## src/rtl/spd_pkg.sv

```systemverilog
package spd_pkg;
  localparam int SPD_AW   = 8;
  localparam int STRAP_W  = 3;
  localparam int CSUM_IDX = 63;
  localparam logic [3:0] DEV_TYPE = 4'b1010;

  typedef enum logic [3:0] {
    ST_IDLE, ST_DEV, ST_DEV_ACK, ST_WA, ST_WA_ACK,
    ST_WD, ST_WD_ACK, ST_RD, ST_RD_ACK
  } spd_state_e;

  // Identification byte for a non-checksum location
  function automatic logic [7:0] id_pattern(input logic [SPD_AW-2:0] idx,
                                            input logic [7:0] seed);
    logic [7:0] p;
    p = 8'({1'b0, idx} * 8'd29);
    return p + seed;
  endfunction

  // Sum of all identification bytes below the checksum location
  function automatic logic [7:0] id_checksum(input logic [7:0] seed);
    logic [7:0] s;
    s = 8'd0;
    for (int j = 0; j < CSUM_IDX; j++) s = s + id_pattern((SPD_AW-1)'(j), seed);
    return s;
  endfunction
endpackage

```

## src/rtl/spd_glitch_filter.sv

```systemverilog
module spd_glitch_filter #(
  parameter int FILT_CYCLES = 5
) (
  input  logic clk,
  input  logic rst,
  input  logic din,
  output logic dout
);
  localparam int CW = $clog2(FILT_CYCLES + 1);

  logic [1:0]    sync;
  logic [CW-1:0] cnt;

  always_ff @(posedge clk) begin
    if (rst) begin
      sync <= 2'b11;
      cnt  <= '0;
      dout <= 1'b1;
    end else begin
      sync <= {sync[0], din};
      if (sync[1] == dout) begin
        cnt <= '0;
      end else if (cnt == CW'(FILT_CYCLES - 1)) begin
        cnt  <= '0;
        dout <= sync[1];
      end else begin
        cnt <= cnt + 1'b1;
      end
    end
  end
endmodule

```

## src/rtl/spd_busy_timer.sv

```systemverilog
module spd_busy_timer #(
  parameter int BUSY_CYCLES = 1000000
) (
  input  logic clk,
  input  logic rst,
  input  logic start,
  output logic busy
);
  localparam int CW = $clog2(BUSY_CYCLES + 1);

  logic [CW-1:0] cnt;

  always_ff @(posedge clk) begin
    if (rst)                cnt <= '0;
    else if (start)         cnt <= CW'(BUSY_CYCLES);
    else if (cnt != '0)     cnt <= cnt - 1'b1;
  end

  assign busy = (cnt != '0);
endmodule

```

## src/rtl/spd_store.sv

```systemverilog
module spd_store
  import spd_pkg::*;
#(
  parameter logic [7:0] SEED = 8'h5A
) (
  input  logic              clk,
  input  logic              wr_en,
  input  logic [SPD_AW-1:0] wr_addr,
  input  logic [7:0]        wr_data,
  input  logic [SPD_AW-1:0] rd_addr,
  output logic [7:0]        rd_data
);
  localparam int LW         = SPD_AW - 1;
  localparam int USER_DEPTH = 2 ** LW;
  localparam logic [7:0] CSUM = id_checksum(SEED);

  logic [7:0] user_mem [USER_DEPTH];
  logic [7:0] id_byte;

  // Upper half is writable RAM; writes to the lower half are dropped
  always_ff @(posedge clk) begin
    if (wr_en && wr_addr[SPD_AW-1]) user_mem[wr_addr[LW-1:0]] <= wr_data;
  end

  always_comb begin
    if (rd_addr[LW-1:0] == LW'(CSUM_IDX)) id_byte = CSUM;
    else                                  id_byte = id_pattern(rd_addr[LW-1:0], SEED);
  end

  always_ff @(posedge clk) begin
    rd_data <= rd_addr[SPD_AW-1] ? user_mem[rd_addr[LW-1:0]] : id_byte;
  end
endmodule

```

## src/rtl/spd_link_fsm.sv

```systemverilog
module spd_link_fsm
  import spd_pkg::*;
(
  input  logic               clk,
  input  logic               rst,
  input  logic               scl,
  input  logic               sda,
  input  logic [STRAP_W-1:0] strap,
  input  logic               busy,
  input  logic [7:0]         rd_data,
  output logic [SPD_AW-1:0]  ptr,
  output logic               wr_en,
  output logic [SPD_AW-1:0]  wr_addr,
  output logic [7:0]         wr_data,
  output logic               write_done,
  output logic               sda_oe,
  output logic               dev_ack,
  output logic [7:0]         rx_byte
);
  spd_state_e state;
  logic       scl_q, sda_q;
  logic [3:0] bitcnt;
  logic [7:0] shreg, txreg;
  logic       rw, mack, wrote;
  logic       scl_rise, scl_fall, start_c, stop_c;

  assign scl_rise = scl & ~scl_q;
  assign scl_fall = ~scl & scl_q;
  assign start_c  = scl & scl_q & sda_q & ~sda;
  assign stop_c   = scl & scl_q & ~sda_q & sda;

  assign dev_ack = (state == ST_DEV_ACK);
  assign rx_byte = shreg;

  always_ff @(posedge clk) begin
    if (rst) begin
      state      <= ST_IDLE;
      scl_q      <= 1'b1;
      sda_q      <= 1'b1;
      bitcnt     <= '0;
      shreg      <= '0;
      txreg      <= '0;
      ptr        <= '0;
      rw         <= 1'b0;
      mack       <= 1'b0;
      wrote      <= 1'b0;
      sda_oe     <= 1'b0;
      wr_en      <= 1'b0;
      wr_addr    <= '0;
      wr_data    <= '0;
      write_done <= 1'b0;
    end else begin
      scl_q      <= scl;
      sda_q      <= sda;
      wr_en      <= 1'b0;
      write_done <= 1'b0;
      if (stop_c) begin
        state  <= ST_IDLE;
        sda_oe <= 1'b0;
        if (wrote) write_done <= 1'b1;
        wrote  <= 1'b0;
      end else if (start_c) begin
        state  <= ST_DEV;
        bitcnt <= '0;
        sda_oe <= 1'b0;
      end else begin
        case (state)
          ST_DEV, ST_WA, ST_WD: begin
            if (scl_rise) begin
              shreg  <= {shreg[6:0], sda};
              bitcnt <= bitcnt + 1'b1;
            end else if (scl_fall && bitcnt == 4'd8) begin
              if (state == ST_DEV) begin
                if (shreg[7:1] == {DEV_TYPE, strap} && !busy) begin
                  sda_oe <= 1'b1;
                  rw     <= shreg[0];
                  state  <= ST_DEV_ACK;
                end else begin
                  state  <= ST_IDLE;
                end
              end else if (state == ST_WA) begin
                ptr    <= shreg;
                sda_oe <= 1'b1;
                state  <= ST_WA_ACK;
              end else begin
                wr_en   <= 1'b1;
                wr_addr <= ptr;
                wr_data <= shreg;
                ptr     <= ptr + 1'b1;
                wrote   <= 1'b1;
                sda_oe  <= 1'b1;
                state   <= ST_WD_ACK;
              end
            end
          end
          ST_DEV_ACK: begin
            if (scl_fall) begin
              bitcnt <= '0;
              if (rw) begin
                txreg  <= rd_data;
                sda_oe <= ~rd_data[7];
                state  <= ST_RD;
              end else begin
                sda_oe <= 1'b0;
                state  <= ST_WA;
              end
            end
          end
          ST_WA_ACK, ST_WD_ACK: begin
            if (scl_fall) begin
              sda_oe <= 1'b0;
              bitcnt <= '0;
              state  <= ST_WD;
            end
          end
          ST_RD: begin
            if (scl_rise) begin
              bitcnt <= bitcnt + 1'b1;
            end else if (scl_fall) begin
              if (bitcnt == 4'd8) begin
                sda_oe <= 1'b0;
                ptr    <= ptr + 1'b1;
                state  <= ST_RD_ACK;
              end else begin
                txreg  <= {txreg[6:0], 1'b0};
                sda_oe <= ~txreg[6];
              end
            end
          end
          ST_RD_ACK: begin
            if (scl_rise) begin
              mack <= ~sda;
            end else if (scl_fall) begin
              if (mack) begin
                bitcnt <= '0;
                txreg  <= rd_data;
                sda_oe <= ~rd_data[7];
                state  <= ST_RD;
              end else begin
                state  <= ST_IDLE;
              end
            end
          end
          default: ;
        endcase
      end
    end
  end
endmodule

```

## src/rtl/spd_eeprom_slave.sv

```systemverilog
module spd_eeprom_slave
  import spd_pkg::*;
#(
  parameter int         FILT_CYCLES = 5,
  parameter int         BUSY_CYCLES = 1000000,
  parameter logic [7:0] ID_SEED     = 8'h5A
) (
  input  logic               clk,
  input  logic               rst,
  input  logic [STRAP_W-1:0] strap,
  input  logic               scl_in,
  input  logic               sda_in,
  output logic               sda_oe
);
  localparam int NLINES = 2;

  logic [NLINES-1:0] line_raw, line_filt;
  logic              scl_f, sda_f, busy, dev_ack, wr_en, write_done;
  logic [SPD_AW-1:0] ptr, wr_addr;
  logic [7:0]        wr_data, rd_data, rx_byte;

  assign line_raw = {sda_in, scl_in};

  for (genvar g = 0; g < NLINES; g++) begin : g_filt
    spd_glitch_filter #(.FILT_CYCLES(FILT_CYCLES)) u_filt (
      .clk  (clk),
      .rst  (rst),
      .din  (line_raw[g]),
      .dout (line_filt[g])
    );
  end

  assign scl_f = line_filt[0];
  assign sda_f = line_filt[1];

  spd_link_fsm u_fsm (
    .clk        (clk),
    .rst        (rst),
    .scl        (scl_f),
    .sda        (sda_f),
    .strap      (strap),
    .busy       (busy),
    .rd_data    (rd_data),
    .ptr        (ptr),
    .wr_en      (wr_en),
    .wr_addr    (wr_addr),
    .wr_data    (wr_data),
    .write_done (write_done),
    .sda_oe     (sda_oe),
    .dev_ack    (dev_ack),
    .rx_byte    (rx_byte)
  );

  spd_store #(.SEED(ID_SEED)) u_store (
    .clk     (clk),
    .wr_en   (wr_en),
    .wr_addr (wr_addr),
    .wr_data (wr_data),
    .rd_addr (ptr),
    .rd_data (rd_data)
  );

  spd_busy_timer #(.BUSY_CYCLES(BUSY_CYCLES)) u_busy (
    .clk   (clk),
    .rst   (rst),
    .start (write_done),
    .busy  (busy)
  );
endmodule

```

## config.mk

```make
export PLATFORM = sky130hd
export DESIGN_NAME = spd_eeprom_slave
export DESIGN_NICKNAME = d
export VERILOG_FILES = /design/src/rtl/spd_pkg.sv /design/src/rtl/spd_glitch_filter.sv /design/src/rtl/spd_busy_timer.sv /design/src/rtl/spd_store.sv /design/src/rtl/spd_link_fsm.sv /design/src/rtl/spd_eeprom_slave.sv
export SDC_FILE = /design/constraint.sdc
export NUM_CORES = 1
export LEC_CHECK = 0
export BUFFER_PORTS_ARGS = -buffer_cell sky130_fd_sc_hd__buf_2
export CAP_MARGIN = 20
export CORE_ASPECT_RATIO = 1.5
export CORE_MARGIN = 5
export CORE_UTILIZATION = 30
export CTS_BUF_LIST = sky130_fd_sc_hd__clkbuf_4 sky130_fd_sc_hd__clkbuf_8
export DETAILED_ROUTE_END_ITERATION = 8
export SYNTH_ARGS = -nofsm -noshare
export SYNTH_HDL_FRONTEND = slang
export SYNTH_HIERARCHICAL = 1
export SYNTH_SLANG_ARGS = --single-unit
```

## constraint.sdc

```tcl
create_clock -name clk -period 3.9 [get_ports clk]
set_input_delay 0.39 -clock clk [delete_from_list [all_inputs] [get_ports clk]]
set_output_delay 0.39 -clock clk [all_outputs]
set_load 0.01 [all_outputs]
```

==> results.sh, run 1 <==
export IMPL_status="completed"
export IMPL_place_congestion=0.8686
export IMPL_timing_rr_end="u_store/rd_data[4]$_DFF_P_"
export IMPL_syn_avg_cell_area_um2=18.99
export IMPL_synthToLayoutAreaGrowth_pct=13.93
export IMPL_post_route_drc_count=0
export IMPL_drive_above_1_share_pct=28.16
export IMPL_worst_ep_required_time_ns=4.66
export IMPL_skew_ns=0.03873
export IMPL_cts_sinks=1119
export IMPL_rrSetupSlack_ns=0.37
export IMPL_first_pass_iters=5
export IMPL_whs_ns=0.1425
export IMPL_tightest_slew_ns=1.195
export IMPL_clockRootBuffer="clkbuf_8"
export IMPL_max_clock_path_buffers=3
export IMPL_p_leak_uw=0.01600
export IMPL_cts_hold_buf=3
export IMPL_irDropWorstVdd_v=0.0002531
export IMPL_ant_nets=0
export IMPL_critPathCaptureType="register"
export IMPL_grtUsageTotal_pct=14.39
export IMPL_cp_max_fo=19
export IMPL_maxCapViolCount=0
export IMPL_dpl_cell_area_um2=48090
export IMPL_holdCritPathClass="input port to register"
export IMPL_final_util_pct=34.27
export IMPL_critPathKind="register to register"
export IMPL_fp_dieW_um=326.2
export IMPL_overflow=0
export IMPL_io_buffers=7
export IMPL_min_period_over_period_pct=90.42
export IMPL_timing_fmax_ghz=0.2836
export IMPL_r2r_start="u_fsm/ptr[0]$_SDFFE_PP0P_"
export IMPL_vias_per_cell=5.058
export IMPL_syn_nets=2406
export IMPL_grt_antenna_before_repair=2
export IMPL_worstHoldStart="strap[1]"
export IMPL_start_kind="register"
export IMPL_fin_nets=2605
export IMPL_clk_pin_slew_worst_paths_ns=0.07
export IMPL_setup_viol=0
export IMPL_powerDensity_nw_per_um2=444.8
export IMPL_cts_resized=0
export IMPL_start_util_pct=30.08
export IMPL_cts_tree="yes"
export IMPL_drv_slew=0
export IMPL_fin_cells=4639
export IMPL_die_area_um2=158000
export IMPL_reg2regPathDepth=11
export IMPL_worstPathArrival_ns=4.28
export IMPL_dp_cells=4337
export IMPL_clock_latency_ns=0.88
export IMPL_dr_first_iter_drc_count=1915
export IMPL_rsz0062_at_grt="no"
export IMPL_finalSetupTns_ns=0
export IMPL_hold_depth=6
export IMPL_synth_area_um2=44990
export IMPL_hold_end="u_fsm/rw$_SDFFE_PP0P_"
export IMPL_fp_row_count=174
export IMPL_grt_pass1_vias=24302
export IMPL_stdcell_area_um2=51260
export IMPL_post_cts_buffers=0
export IMPL_hpwl_um=72890
export IMPL_vias=23465
export IMPL_h_tree_depth=4
export IMPL_slew_headroom_pct=20.35
export IMPL_numCtsBuffers=160
export IMPL_period_needed_ns=3.526
export IMPL_grt_pass1_wl_um=168000
export IMPL_io_pins=8
export IMPL_die_y_um=484.3
export IMPL_finalHoldViolCount=0
export IMPL_yosysWarnings=6
export IMPL_wl_per_cell_um=24.87
export IMPL_wirelength_um=115400
export IMPL_grt_max_degree=111
export IMPL_syn_inst=2369
export IMPL_core_area_um2=149600
==> worst max-delay path by stage <==
stage | start | endpoint | depth (start not counted)
final | u_fsm/ptr[0]$_SDFFE_PP0P_ | u_store/rd_data[4]$_DFF_P_ | 11
after detailed placement | u_fsm/ptr[0]$_SDFFE_PP0P_ | u_store/rd_data[4]$_DFF_P_ | 11
after floorplan | u_fsm/ptr[0]$_SDFFE_PP0P_ | u_store/rd_data[4]$_DFF_P_ | 16
after CTS | u_fsm/ptr[0]$_SDFFE_PP0P_ | u_store/rd_data[4]$_DFF_P_ | 11
after global placement | u_fsm/ptr[0]$_SDFFE_PP0P_ | u_store/rd_data[1]$_DFF_P_ | 6
after global routing | u_fsm/ptr[0]$_SDFFE_PP0P_ | u_store/rd_data[4]$_DFF_P_ | 11
==> cells in the final DEF, fill, tap and decap left out, types with 8 or more instances in the layout <==
cell and instances:
clkinv_1 43, o21ai_0 17, a21oi_1 35, nor2b_1 13, clkinv_2 15, and3_1 8, xnor2_1 14, a22oi_1 12
clkbuf_4 54, mux4_2 287, ha_1 24, a2111oi_0 8, buf_4 140, a31oi_1 9, nor3_1 21, nor2_1 204
dfxtp_4 11, mux2_2 9, nor4_1 9, or2_2 10, o21ai_1 9, inv_1 34, nand2b_1 16, dfxtp_1 82
edfxtp_1 1024, mux2i_1 67, clkbuf_8 162, o31ai_1 9, or3_1 11, nand2_1 100, a211oi_1 18, o22ai_1 15
nand3_1 31, and2_1 9, buf_12 8
==> power breakdown <==
part           internal, uW  switching (uW)
sequential            13000            77.0
clock                  4510            4490
combinational           308             463
total                 17800            5030
==> stage by stage <==
step | setup WS (ns) | total power (uW)
2_1_floorplan | -0.01457 | 13870
6_report | 0.3737 | 22800
4_1_cts | 0.3928 | 23060
5_1_grt | 0.1314 | 23680
3_5_place_dp | 0.3669 | 14040
3_3_place_gp | 0.4849 | 14020
==> area by class of cell <==
type | instances | area [um^2]
flip-flops and latches | 1119 | 32700
well taps | 1936 | 2422
clock inverters | 77 | 442.9
inverters | 38 | 143.9
multi-input cells | 1088 | 11570
fillers | 13972 | 98310
repair buffers | 161 | 1343
diodes | 4 | 10.01
clock buffers | 216 | 2635
==> state kept, by name, indices dropped and copies added, names as in the netlist, 2 cells and up <==
name and cells:
u_store/user_mem 1024, u_busy/cnt 20, u_fsm/ptr 8, u_fsm/rx_byte 8, u_fsm/wr_addr 8, u_fsm/wr_data 8, u_store/rd_data 8, u_fsm/txreg 7
g_filt.u_filt/cnt 6, g_filt.u_filt/sync 4, u_fsm/bitcnt 4, u_fsm/state 4, g_filt.u_filt/dout 2
==> layer usage <==
| metal | wire length (um) | track usage, % |
|---|---|---|
| met2 | 63720 | 27.16 |
| met5 | 0 | 0 |
| met3 | 5243 | 2.288 |
| met4 | 5322 | 6.601 |
| met1 | 41090 | 15.75 |
==> critical path, stage by stage, from the launching register on <==
cell	delay, ns
dfxtp_4	0.68
inv_1	0.20
ha_1	0.34
xnor2_1	0.19
xnor2_1	0.10
fa_1	0.51
inv_1	0.06
fa_1	0.51
nor2b_1	0.07
a2111oi_0	0.44
o31a_1	0.23
nor3_1	0.06
(Power assumes the default switching activity.)
==> run 2, diff against run 1 <==
Settings changed: CORE_UTILIZATION 30 to 55, GPL_ROUTABILITY_DRIVEN set to 1, PLACE_DENSITY set to 0.73.
==> results.sh, run 2 (synthesized netlist as in run 1, its figures left out) <==
export IMPL_timing_rr_end="u_store/rd_data[3]$_DFF_P_"
export IMPL_hold_end="u_fsm/wr_data[5]$_SDFFE_PP0P_"
export IMPL_finalHoldViolCount=0
export IMPL_drive_above_1_share_pct=26.85
export IMPL_skew_ns=0.02905
export IMPL_start_util_pct=55.41
export IMPL_dpl_cell_area_um2=46560
export IMPL_worstHoldStart="rst"
export IMPL_cts_resized=0
export IMPL_max_clock_path_buffers=3
export IMPL_hpwl_um=66530
export IMPL_die_y_um=360.3
export IMPL_tightest_slew_ns=1.148
export IMPL_clk_pin_slew_worst_paths_ns=0.08
export IMPL_die_area_um2=87740
export IMPL_final_common_cell="edfxtp_1"
export IMPL_total_power_uw=22910
export IMPL_start_kind="register"
export IMPL_grt_pass1_vias=24477
export IMPL_h_tree_depth=4
export IMPL_worstPathArrival_ns=4.12
export IMPL_vias_per_cell=6.430
export IMPL_grt_antenna_before_repair=1
export IMPL_max_stage_delay_ns=0.53
export IMPL_hold_depth=2
export IMPL_ant_nets=0
export IMPL_fill_cells=5563
export IMPL_p_leak_uw=0.01575
export IMPL_pwr_share_clk_pct=39.7
export IMPL_p_int_uw=18000
export IMPL_r2r_start="u_fsm/ptr[1]$_SDFFE_PP0P_"
export IMPL_timing_fmax_ghz=0.2908
export IMPL_fp_dieW_um=243.5
export IMPL_post_route_drc_count=0
export IMPL_cts_tree="yes"
export IMPL_p_sw_share_pct=21.40
export IMPL_cp_max_fo=109
export IMPL_crit_slowest_cell="a2111oi_0"
export IMPL_clockRootBuffer="clkbuf_8"
export IMPL_cts_hold_buf=2
export IMPL_cpMostUsedCell="mux4_2"
export IMPL_grt_max_degree=110
export IMPL_fp_row_count=128
export IMPL_min_period_over_period_pct=88.19
export IMPL_worst_ep_required_time_ns=4.58
export IMPL_slew_headroom_pct=23.46
export IMPL_p_seq_share_pct=56.9
export IMPL_core_area_um2=81200
export IMPL_reg2regPathDepth=8
export IMPL_critPathCaptureType="register"
export IMPL_path_cells="buf_4 -> buf_12 -> mux4_2 -> mux4_2 -> mux2i_1 -> nor2_1 -> a2111oi_0 -> nor3_1"
export IMPL_period_needed_ns=3.439
export IMPL_switching_power_uw=4903
export IMPL_setup_viol=0
export IMPL_io_pins=8
export IMPL_stdcell_area_um2=49770
export IMPL_grt_pass1_wl_um=158100
export IMPL_maxCapViolCount=0
export IMPL_place_congestion=0.9526
export IMPL_wirelength_um=105900
export IMPL_vias=23694
export IMPL_largest_reg_flops=1024
export IMPL_holdCritPathClass="input port to register"
export IMPL_io_buffers=7
export IMPL_rsz0062_at_grt="no"
export IMPL_post_cts_buffers=0
export IMPL_power_frac_comb_pct=3.4
export IMPL_powerDensity_nw_per_um2=460.2
export IMPL_first_pass_iters=6
export IMPL_most_common_layout_cells="edfxtp_1 (1,024), mux4_2 (287), nor2_1 (204)"
export IMPL_rrSetupSlack_ns=0.46
export IMPL_status="completed"
export IMPL_synthToLayoutAreaGrowth_pct=10.63
export IMPL_drv_slew=0
export IMPL_cts_sinks=1119
export IMPL_fin_nets=2553
export IMPL_wl_per_cell_um=28.73
export IMPL_clock_latency_ns=0.82
export IMPL_grtUsageTotal_pct=24.12
export IMPL_dr_first_iter_drc_count=2910
export IMPL_overflow=0
export IMPL_numCtsBuffers=157
export IMPL_critPathKind="register to register"
export IMPL_irDropWorstVdd_v=0.0003096
[run 2: cell types whose count changed in the layout (fill, tap and decap cells not counted), moves of 2 or more]
cell       previous run  this run
a2111oi_0             8        10
clkinv_1             43        37
diode_2               4         1
inv_8                 6         1
buf_4               140        94
inv_6                 4         7
clkinv_4              2         0
clkbuf_8            162       160
clkinv_2             15        19
clkbuf_4             54        51
bufinv_16             1         6
[run 2: layout make-up]
class	count	area (um^2)	share of cell area (%)
clock buffers	211	2585	5.193
clock inverters	76	534.3	1.073
repair buffers	112	955.9	1.921
inverters	38	143.9	0.2891
multi-input cells	1088	11560	23.22
well taps	1040	1301	2.614
flip-flops and latches	1119	32690	65.68
diodes	1	2.502	0.005028
[run 2: critical path, delay by kind of cell (launching register included)]
| family | cells | cell delay, ns |
|---|---|---|
| AO/OA/AOI/OAI | 1 | 0.53 |
| AND/OR/NAND/NOR | 2 | 0.24 |
| flip-flops | 1 | 0.35 |
| buffers and inverters | 2 | 0.77 |
| multiplexers | 3 | 1.14 |
[run 2: worst max-delay path by stage]
| stage | slack (ns) | end | cells after the start | from |
|---|---|---|---|---|
| detailed placement | 0.71 | u_store/rd_data[4]$_DFF_P_ | 11 | u_fsm/ptr[1]$_SDFFE_PP0P_ |
| finish | 0.46 | u_store/rd_data[3]$_DFF_P_ | 8 | u_fsm/ptr[1]$_SDFFE_PP0P_ |
| global placement | 0.73 | u_store/rd_data[7]$_DFF_P_ | 13 | u_fsm/ptr[1]$_SDFFE_PP0P_ |
| global route | 0.51 | u_store/rd_data[4]$_DFF_P_ | 11 | u_fsm/ptr[1]$_SDFFE_PP0P_ |
| floorplan | -0.01 | u_store/rd_data[4]$_DFF_P_ | 16 | u_fsm/ptr[0]$_SDFFE_PP0P_ |
| CTS | 0.69 | u_store/rd_data[2]$_DFF_P_ | 8 | u_fsm/ptr[1]$_SDFFE_PP0P_ |
[run 2: per-stage QoR]
step / worst slack [ns] / setup TNS [ns] / hold WS, ns / util [%] / std cells
finish: 0.4607 / 0 / 0.1547 / 61.30 / 3685
global route: 0.5141 / 0 / 0.1115 / 61.30 / 3685
CTS: 0.6905 / 0 / 0.07240 / 61.20 / 3681
detailed placement: 0.7109 / 0 / 0.4061 / 57.34 / 3392
global placement: 0.7339 / 0 / 0.4047 / 57.34 / 3392
floorplan: -0.01457 / -0.01457 / 0.3895 / - / 2369
[run 2: layer usage]
layer	wire length, um	track usage [%]
met5	0	0
met1	37650	29.88
met2	55050	41.49
met3	7886	4.805
met4	5293	10.88
[run 2: power by group through the flow]
| stage | registers [uW] | clock network, uW | logic [uW] |
|---|---|---|---|
| after CTS | 13000 | 9280 | 771 |
| after detailed placement | 13300 | 0 | 764 |
| final | 13000 | 9090 | 783 |
| after global placement | 13300 | 0 | 722 |
| after global routing | 13000 | 9840 | 859 |
| after floorplan | 13300 | 0 | 590 |
